## config.mk

```make
export PLATFORM = sky130hd
export DESIGN_NAME = watch_clk_ctrl
export DESIGN_NICKNAME = d
export VERILOG_FILES = /design/src/rtl/watch_clk_ctrl.sv
export SDC_FILE = /design/constraint.sdc
export NUM_CORES = 1
export LEC_CHECK = 0
export BUFFER_PORTS_ARGS = -buffer_cell sky130_fd_sc_hd__buf_2
export CORE_MARGIN = 1.5
export CORE_UTILIZATION = 54
export DETAILED_ROUTE_END_ITERATION = 7
export MAX_ROUTING_LAYER = met4
export PLACE_DENSITY = 0.85
export SKIP_LAST_GASP = 1
export SLEW_MARGIN = 20
export SYNTH_ARGS = -nofsm -noshare
export SYNTH_HDL_FRONTEND = slang
export SYNTH_SLANG_ARGS = --single-unit
```

## constraint.sdc

```tcl
create_clock -name clk -period 3.2 [get_ports clk]
set_input_delay 0.64 -clock clk [delete_from_list [all_inputs] [get_ports clk]]
set_output_delay 0.64 -clock clk [all_outputs]
set_load 0.02 [all_outputs]
```

## src/rtl/watch_clk_ctrl.sv

```systemverilog
module watch_clk_ctrl #(
  parameter int NIRQ = 8,
  parameter int CW   = 12
) (
  input  logic            clk,
  input  logic            rst_n,
  input  logic            enter_req,
  input  logic            cfg_osc_off,
  input  logic            cfg_ring_stop,
  input  logic            cfg_sub_sel,
  input  logic [CW-1:0]   stab_len,
  input  logic [NIRQ-1:0] irq_pend,
  input  logic [NIRQ-1:0] irq_mask,
  input  logic [1:0]      nmi,
  input  logic [3:0]      rst_src,
  input  logic            pll_req,
  input  logic            spread_req,
  output logic            cpu_clk_en,
  output logic            bus_clk_en,
  output logic            per_clk_en,
  output logic            main_osc_en,
  output logic            ring_osc_en,
  output logic            sub_osc_en,
  output logic            pll_en,
  output logic            spread_en,
  output logic [1:0]      cpu_src,
  output logic            per_src
);

  typedef enum logic [1:0] {S_RUN, S_WATCH, S_STAB, S_RESUME} state_t;

  localparam logic [1:0] SRC_MAIN = 2'b00;
  localparam logic [1:0] SRC_RING = 2'b01;
  localparam logic [1:0] SRC_SUB  = 2'b10;

  state_t        state;
  logic [CW-1:0] cnt;
  logic          off_q, ring_stop_q, sub_q;
  logic          pll_arm, spread_arm;

  logic in_run, any_rst, wake, need_wait;
  logic [1:0] wake_src;

  assign in_run    = (state == S_RUN);
  assign any_rst   = |rst_src;
  assign wake      = |(irq_pend & ~irq_mask) | (|nmi);
  assign need_wait = off_q & ring_stop_q;
  assign wake_src  = off_q ? (sub_q ? SRC_SUB : SRC_RING) : SRC_MAIN;

  always_ff @(posedge clk or negedge rst_n) begin
    if (!rst_n) begin
      state       <= S_RUN;
      cnt         <= '0;
      off_q       <= 1'b0;
      ring_stop_q <= 1'b0;
      sub_q       <= 1'b0;
      cpu_src     <= SRC_MAIN;
      per_src     <= 1'b0;
      pll_arm     <= 1'b1;
      spread_arm  <= 1'b1;
    end else if (any_rst) begin
      state      <= S_RUN;
      cpu_src    <= SRC_MAIN;
      per_src    <= 1'b0;
      pll_arm    <= 1'b1;
      spread_arm <= 1'b1;
    end else begin
      case (state)
        S_RUN: begin
          if (!pll_req)    pll_arm    <= 1'b1;
          if (!spread_req) spread_arm <= 1'b1;
          if (enter_req) begin
            state       <= S_WATCH;
            off_q       <= cfg_osc_off;
            ring_stop_q <= cfg_ring_stop;
            sub_q       <= cfg_sub_sel;
            pll_arm     <= 1'b0;
            spread_arm  <= 1'b0;
          end
        end
        S_WATCH: begin
          if (wake) begin
            if (need_wait) begin
              state <= S_STAB;
              cnt   <= stab_len;
            end else begin
              state   <= S_RESUME;
              cpu_src <= wake_src;
              per_src <= off_q;
            end
          end
        end
        S_STAB: begin
          if (cnt != '0) cnt <= cnt - 1'b1;
          else begin
            state   <= S_RESUME;
            cpu_src <= wake_src;
            per_src <= off_q;
          end
        end
        default: state <= S_RUN;
      endcase
    end
  end

  assign cpu_clk_en  = in_run;
  assign bus_clk_en  = in_run;
  assign per_clk_en  = in_run;
  assign sub_osc_en  = 1'b1;
  assign main_osc_en = in_run | ~off_q;
  assign ring_osc_en = (state == S_WATCH) ? ~ring_stop_q :
                       (state == S_STAB)  ? 1'b1 :
                       (~cfg_ring_stop | (cpu_src == SRC_RING) | per_src);
  assign pll_en      = in_run & pll_arm & pll_req;
  assign spread_en   = in_run & spread_arm & spread_req;

  a_r2_gate_on_entry: assert property (@(posedge clk) disable iff (!rst_n)
    (in_run && enter_req && !any_rst) |=> (!cpu_clk_en && !bus_clk_en && !per_clk_en));

  a_r4_main_off: assert property (@(posedge clk) disable iff (!rst_n)
    (in_run && enter_req && cfg_osc_off && !any_rst) |=> !main_osc_en);

  a_r8_no_early_exit: assert property (@(posedge clk) disable iff (!rst_n)
    (state == S_STAB && cnt != '0 && !any_rst) |=> (state == S_STAB && !cpu_clk_en));

  a_r9_reset_wake: assert property (@(posedge clk) disable iff (!rst_n)
    any_rst |=> (cpu_clk_en && cpu_src == SRC_MAIN && !per_src));

  a_r3_pll_stays_off: assert property (@(posedge clk) disable iff (!rst_n)
    (state == S_RESUME && !any_rst) |=> (!pll_en && !spread_en));

  a_r5_masked_hold: assert property (@(posedge clk) disable iff (!rst_n)
    (state == S_WATCH && !wake && !any_rst) |=> (state == S_WATCH));

endmodule

```

# Yosys cells after proc, flatten, opt, wreduce, memory -nomap -nowiden
# Index checks and enable logic that the tools add are counted.
# totals
elab_cells	83
out_inout_bits	11
register_bits	22
inputBits	42
# classes
n_eq_ne	12
n_addsub	1
bitwise_logic	15
reduce_logical	14
mux	32
# op_table
op	n
two-way mux 12 bit	3
one-hot mux 12 bit (2 select lines)	1
two-way mux 2 bit	10
two-way mux 1 bit	15
nonzero test 12 bit	1
subtractor 12 x 1 -> 12 bit (second input constant)	1
!= test 3 x 2 -> 1 bit (second input constant)	3
!= test 3 bit (second input constant)	3
AND 8 bit	1
NOT 8 bit	1
OR reduction 8 bit	1
!= test 2 bit (second input constant)	3
one-hot mux 2 bit (3 select lines)	1
AND reduction 3 bit	2
AND 1 bit	5
AND reduction 5 bit	1
equality test 2 x 1 -> 1 bit (second input constant)	2
NOT 1 bit	4
bitwise OR 1 bit	4
one-hot mux 2 bit (2 select lines)	1
AND reduction 2 bit	2
AND reduction 4 bit	1
nonzero test 2 bit	2
OR reduction 4 bit	1
5 further kinds	5

# Depth between registers and ports, before layout
# Gate-level depths: netlist of the first run.
# depth
word_depth	7
depth_mapped	9

# Worst setup path before layout of the first run
# Ideal clock, no wire load.
# synth_path
path_kind	reg-to-output
start	reg state[0]
end	out ring_osc_en
path_slack_ns	0.988
t_required_ns	2.560
arrival_ns	1.572
path_stages_with_launch	7
path_cell_list	dfrtp_1 > inv_1 > ha_1 > clkbuf_1 > clkbuf_1 > nor4b_1 > a22oi_1
# synth_via
elab_chain_len	3
word_cells_on_any_way	4
# synth_rtl
item	line_no	source
from (decl)	36	state_t state;
from (signal assigned)	52	state <= S_RUN;
from (signal assigned)	62	state <= S_RUN;
from (signal assigned)	73	state <= S_WATCH;
equality test 2 bit	112	(state == S_STAB) ? 1'b1 :
two-way mux 1 bit	112	
two-way mux 1 bit *	111	assign ring_osc_en = (state == S_WATCH) ? ~ring_stop_q :
to (decl)	22	output logic ring_osc_en,
# Mark *: on every way between the ends. The rest lies on a longest branch, timed or not.

# Worst setup path in the final report of the first run
# Ends and elaborated chain as after synthesis.

==> results.cfg, run 1 <==
[logic_synthesis]
yosys.area.top_type = dfrtp_1
synth_top_area_share = 0.328
synth_top_family_by_area = simple AND/OR/NAND/NOR gates
syn_inst = 175
synth-simple-area-share = 0.238
synth_compound_area_frac = 0.204
netlist_area_um2 = 1530
yosys-mux-area-fraction = 0.0745
ys_async_sr_fraction = 1.00
synth_cell_types = 48
synthTopCellsByCount = 20 x dfrtp_1, 20 x nand2_1, 11 x inv_1
synth_area_per_cell_um2 = 8.73
ys_ff_latch = 22
synth_xor_area_frac = 0
yosysWarnings = 0
synthTopCellsByArea = dfrtp_1 33%, mux2i_1 5.2%, ha_1 4.9%
synth_fa_ha_area_frac = 0.0491
syn_nets = 223
synth_flop_cell = dfrtp_1
synth-edff-count = 0
yosysSeqAreaShare = 0.362

[timing]
min_period_ns = 2.44
relSlewSlack = 0.526
max_clock_freq_mhz = 410
rsz0062_at_grt = no
tightest_slew_ns = 0.694
hold_viol_final = 0
layout_worst_path_cycle_share = 0.762
tns_ns = 0
drv_slew = 0
clock_skew_ns = 0.0112
setup_viol = 0
finalWorstSetupSlack_ns = 0.762

[detailed_routing]
drt_iter0_markers = 57
num_vias = 1488
wl_um = 3540
via_per_inst = 5.88
drt.antenna.violating_nets = 0
wl_per_cell_um = 14.0
drtPass1Iterations = 4
drt_drc_violations_left = 0

[clock_network]
cts_tree = built
path_clk_slew_ns = 0.13
root_buffer = clkbuf_4
post-cts-setup-buffers = 0
h-tree-depth = 1
clk_path_buf_depth = 2
cts_resized = 0
cts_buffers = 3
clock_latency_ns = 0.30
cts_hold_buffers = 0
clock-sinks = 22

[setup_path]
cp.arrival_ns = 1.80
reg2reg_depth = 5
r2r-start = cnt[9]
crit_path_max_fanout = 26
worstSetupStartpointType = flop
reg2reg_slack_ns = 0.97
r2r-end = cpu_src[0]
required_ns = 2.56
critPathCaptureType = primary output
critPathKind = reg -> out

[die]
rows = 19
io_pins = 53
initial_core_util = 0.564
fp.dieH_um = 56.2
die_width_um = 56.2
dieArea_um2 = 3160
core_um2 = 2710

[job]
cap_violations = 0

[placement]
placed_cells = 249
place.gp.congestion = 0.883
dp_hpwl_um = 2700
placed_area_um2 = 1790
port_buffers = 51
post-place-ws_ns = 0.755

[pwr]
power.density_nw_per_um2 = 314
cellLeakagePower_nw = 0.843
vdd_ir_drop_max_v = 0.000212

[status]
status = completed

[global_routing]
top_usage_layer = met2
grtUsageMet1 = 0.313
grt_max_degree = 27
met3_usage = 0.0279
grt_use_total = 0.231
grt_pass1_vias = 1325
grt_pass1_wl_um = 5710
antenna_found_initial = 0
overflow = 0
met2_usage = 0.366

[final_layout]
area_delta_synth_final_pct = 18.7
drive_gt1_frac = 0.302
final_nets = 271
n_antenna_cell = 0
register_area_um2 = 553
postLayoutCoreUtil = 0.669
final_cells = 253
final_cell_area_um2 = 1810
multi_input_area_um2 = 868
n_fill_cell = 249

[hold_path]
holdCritPathClass = in -> async
[layout by cell type, fill, tap and decap left out, types with 2 or more instances in the layout]
cell | netlist | layout
a21boi_0 | 2 | 2
a21oi_1 | 8 | 8
a22o_1 | 2 | 2
a31oi_1 | 3 | 3
and2_1 | 3 | 3
and3_1 | 3 | 3
buf_2 | 1 | 51
buf_4 | 3 | 4
clkbuf_4 | 0 | 3
dfrtp_1 | 20 | 20
dfstp_2 | 2 | 2
ha_1 | 6 | 6
inv_1 | 11 | 11
mux2_2 | 3 | 3
mux2i_1 | 8 | 8
nand2_1 | 20 | 20
nand2b_1 | 2 | 2
nand3_1 | 10 | 10
nand3b_1 | 2 | 2
nor2_1 | 7 | 7
nor2b_1 | 7 | 7
nor3_1 | 4 | 4
nor4_1 | 3 | 3
o21ai_0 | 6 | 6
o22ai_1 | 2 | 2
o2bb2ai_1 | 6 | 6
o31ai_1 | 2 | 2
or4_1 | 2 | 2
[worst max-delay path by stage]
stage	start	end	slack (ns)	cells after the start
3_5_place_dp	irq_pend[6]	cnt[2]	0.75	7
5_1_grt	state[0]	ring_osc_en	0.63	6
2_1_floorplan	state[0]	ring_osc_en	0.99	6
4_1_cts	state[0]	ring_osc_en	0.73	6
6_report	state[0]	ring_osc_en	0.76	6
3_3_place_gp	irq_pend[6]	cnt[10]	0.77	7
[cell families after synthesis]
group | after synthesis
and+or+nand+nor | 69
AOI/OAI and AO/OA | 43
buffers and inverters | 23
DFF | 22
muxes | 11
adders and majority gates | 6
other | 1
[routing by layer]
layer,share of wire,vias up,routed length [um]
met2,0.48,74,1690
met3,0.078,2,277
met5,0,-,0
li1,-,722,-
met1,0.44,690,1550
met4,0.0059,0,21
[report_power, final]
| group | internal, mW | leakage [nW] | switching (mW) |
|---|---|---|---|
| Sequential | 0.298 | 0.288 | 0.0217 |
| Combinational | 0.0570 | 0.540 | 0.0621 |
| Clock | 0.0485 | 0.0150 | 0.0831 |
| Total | 0.403 | 0.843 | 0.167 |
[critical path, stage by stage, from the launching register on]
cell and delay [ns]:
dfrtp_1 0.42, inv_1 0.08, ha_1 0.19, buf_4 0.21
nor4b_1 0.31, a22oi_1 0.11, buf_2 0.17
[flip-flops by register name (all words and copies together), names as in the netlist]
name and count:
sub_q 1, off_q 1, ring_stop_q 1, cnt 12
per_src 1, pll_arm 1, cpu_src 2, spread_arm 1
state 2
[final cells by class]
| type | instances | area share |
|---|---|---|
| inverters | 11 | 0.0228 |
| multi-input cells | 130 | 0.479 |
| flip-flops and latches | 22 | 0.305 |
| clock buffers | 4 | 0.0145 |
| repair buffers | 55 | 0.157 |
| well taps | 31 | 0.0214 |
[stage by stage]
stage | hold slack (ns) | total power, mW
after floorplan | 0.344 | 0.394
after global placement | 0.505 | 0.439
after detailed placement | 0.512 | 0.442
after CTS | 0.295 | 0.567
after global routing | 0.312 | 0.598
final | 0.278 | 0.570
Power figures use the tool's default switching activity.
==> run 2: changes to the inputs <==
--- a/config.mk
+++ b/config.mk
@@ -7,10 +7,10 @@
 export LEC_CHECK = 0
 export BUFFER_PORTS_ARGS = -buffer_cell sky130_fd_sc_hd__buf_2
 export CORE_MARGIN = 1.5
-export CORE_UTILIZATION = 54
+export CORE_UTILIZATION = 45
 export DETAILED_ROUTE_END_ITERATION = 7
 export MAX_ROUTING_LAYER = met4
-export PLACE_DENSITY = 0.85
+export PLACE_DENSITY = 0.76
 export SKIP_LAST_GASP = 1
 export SLEW_MARGIN = 20
 export SYNTH_ARGS = -nofsm -noshare
==> constraint.sdc (replaced) <==
create_clock -name clk -period 2.2 [get_ports clk]
set_input_delay 0.44 -clock clk [delete_from_list [all_inputs] [get_ports clk]]
set_output_delay 0.44 -clock clk [all_outputs]
set_load 0.02 [all_outputs]
==> results.cfg, run 2 (synthesized netlist as in run 1, its figures left out) <==
[global_routing]
grt_max_degree = 23
overflow = 0
antenna_found_initial = 0
grt_pass1_vias = 1287
top_usage_layer = met2
met3_usage = 0.0126
grtUsageMet1 = 0.305
grt_pass1_wl_um = 5740
grt_use_total = 0.213
met2_usage = 0.315

[setup_path]
critPathLaunch = cnt[9]
r2r-end = cpu_src[1]
critPathCaptureType = flop
reg2reg_slack_ns = 0.11
critPathKind = reg -> reg
cp.arrival_ns = 2.33
r2r-start = cnt[9]
crit_path_max_fanout = 3
worstSetupStartpointType = flop
reg2reg_depth = 5
required_ns = 2.45

[die]
io_pins = 53
core_um2 = 3130
initial_core_util = 0.488
fp.dieH_um = 61.3
rows = 20
die_width_um = 61.3
dieArea_um2 = 3750

[detailed_routing]
drt_iter0_markers = 82
wl_per_cell_um = 12.9
drtPass1Iterations = 5
drt_drc_violations_left = 0
num_vias = 1473
via_per_inst = 5.40
wl_um = 3520
drt.antenna.violating_nets = 0

[hold_path]
holdCritPathClass = in -> async

[final_layout]
postLayoutCoreUtil = 0.604
final_cell_mix = 51 x buf_2, 20 x nand2_1, 20 x dfrtp_1
area_delta_synth_final_pct = 23.6
drive_gt1_frac = 0.328
final_cells = 273
reg.largest.list = cnt: 12 flops, cpu_src: 2 flops, state: 2 flops
largest-register = cnt
n_antenna_cell = 0
final_nets = 278
layout_commonest_cell = buf_2
largest_reg_flops = 12

[clock_network]
root_buffer = clkbuf_4
cts_tree = built
clock_latency_ns = 0.31
cts_buffers = 3
path_clk_slew_ns = 0.12
clk_path_buf_depth = 2
clock-sinks = 22
h-tree-depth = 1
cts_hold_buffers = 0

[timing]
rsz0062_at_grt = no
min_period_ns = 2.09
layout_worst_path_cycle_share = 0.948
drv_slew = 0
clock_skew_ns = 0.00281
tns_ns = 0
max_clock_freq_mhz = 479
setup_viol = 0
hold_viol_final = 0

[placement]
dp_hpwl_um = 2760
place.gp.congestion = 0.867
port_buffers = 51
placed_cells = 269

[pwr]
cellLeakagePower_nw = 0.880
vdd_ir_drop_max_v = 0.000246
power.density_nw_per_um2 = 451

[status]
status = completed

[job]
cap_violations = 0
[run 2: cell count changes in the layout (fill, tap and decap cells not counted)]
cell,previous run,this run
nor4b_2,0,1
buf_4,4,11
nor4b_1,1,0
[run 2: power by group]
| group | internal [mW] | total, mW | leakage [nW] | switching [mW] |
|---|---|---|---|---|
| registers | 0.433 | 0.460 | 0.288 | 0.0270 |
| clock network | 0.0709 | 0.198 | 0.0150 | 0.127 |
| logic | 0.0972 | 0.193 | 0.577 | 0.0956 |
| total | 0.601 | 0.851 | 0.880 | 0.250 |
[run 2: final cells by class]
type                    instances  area [um2]
fillers                       283        1240
multi-input cells             130         875
flip-flops and latches         22         553
repair buffers                 62         338
well taps                      44        55.1
inverters                      11        41.3
clock buffers                   4        26.3
[run 2: critical path, cell delays in order, from the launching register on]
cell	delay [ns]
dfrtp_1	0.41
or4_1	0.61
o41a_1	0.44
a31oi_2	0.21
o21a_4	0.18
mux2i_1	0.17
[run 2: worst max-delay path by stage]
stage / to / slack, ns / cells past startpoint
2_1_floorplan: cpu_src[1] / 0.18 / 6
3_3_place_gp: per_src / 0.16 / 5
3_5_place_dp: per_src / 0.15 / 5
4_1_cts: ring_osc_en / 0.09 / 5
5_1_grt: cpu_src[1] / 0.02 / 5
6_report: cpu_src[1] / 0.11 / 5
[run 2: per-layer routing]
| metal | vias to the layer above | part of all wire |
|---|---|---|
| li1 | 736 | - |
| met1 | 669 | 0.46 |
| met2 | 63 | 0.46 |
| met3 | 5 | 0.067 |
| met4 | 0 | 0.015 |
| met5 | - | 0 |
[run 2: repair_timing]
item,CTS,global route
endpoints found under the setup margin,0,1
resized for setup,0,1
buffers inserted,0,0
[run 2: metrics by stage]
stage                     hold slack (ns)  power [mW]  setup slack (ns)  area [um2]
after CTS                          0.0845       0.854            0.0861        1880
after global placement              0.434       0.657             0.164        1860
final                              0.0687       0.851             0.114        1890
after floorplan                     0.144       0.572             0.178        1530
after global routing                0.104       0.897            0.0213        1890
after detailed placement            0.434       0.659             0.146        1860
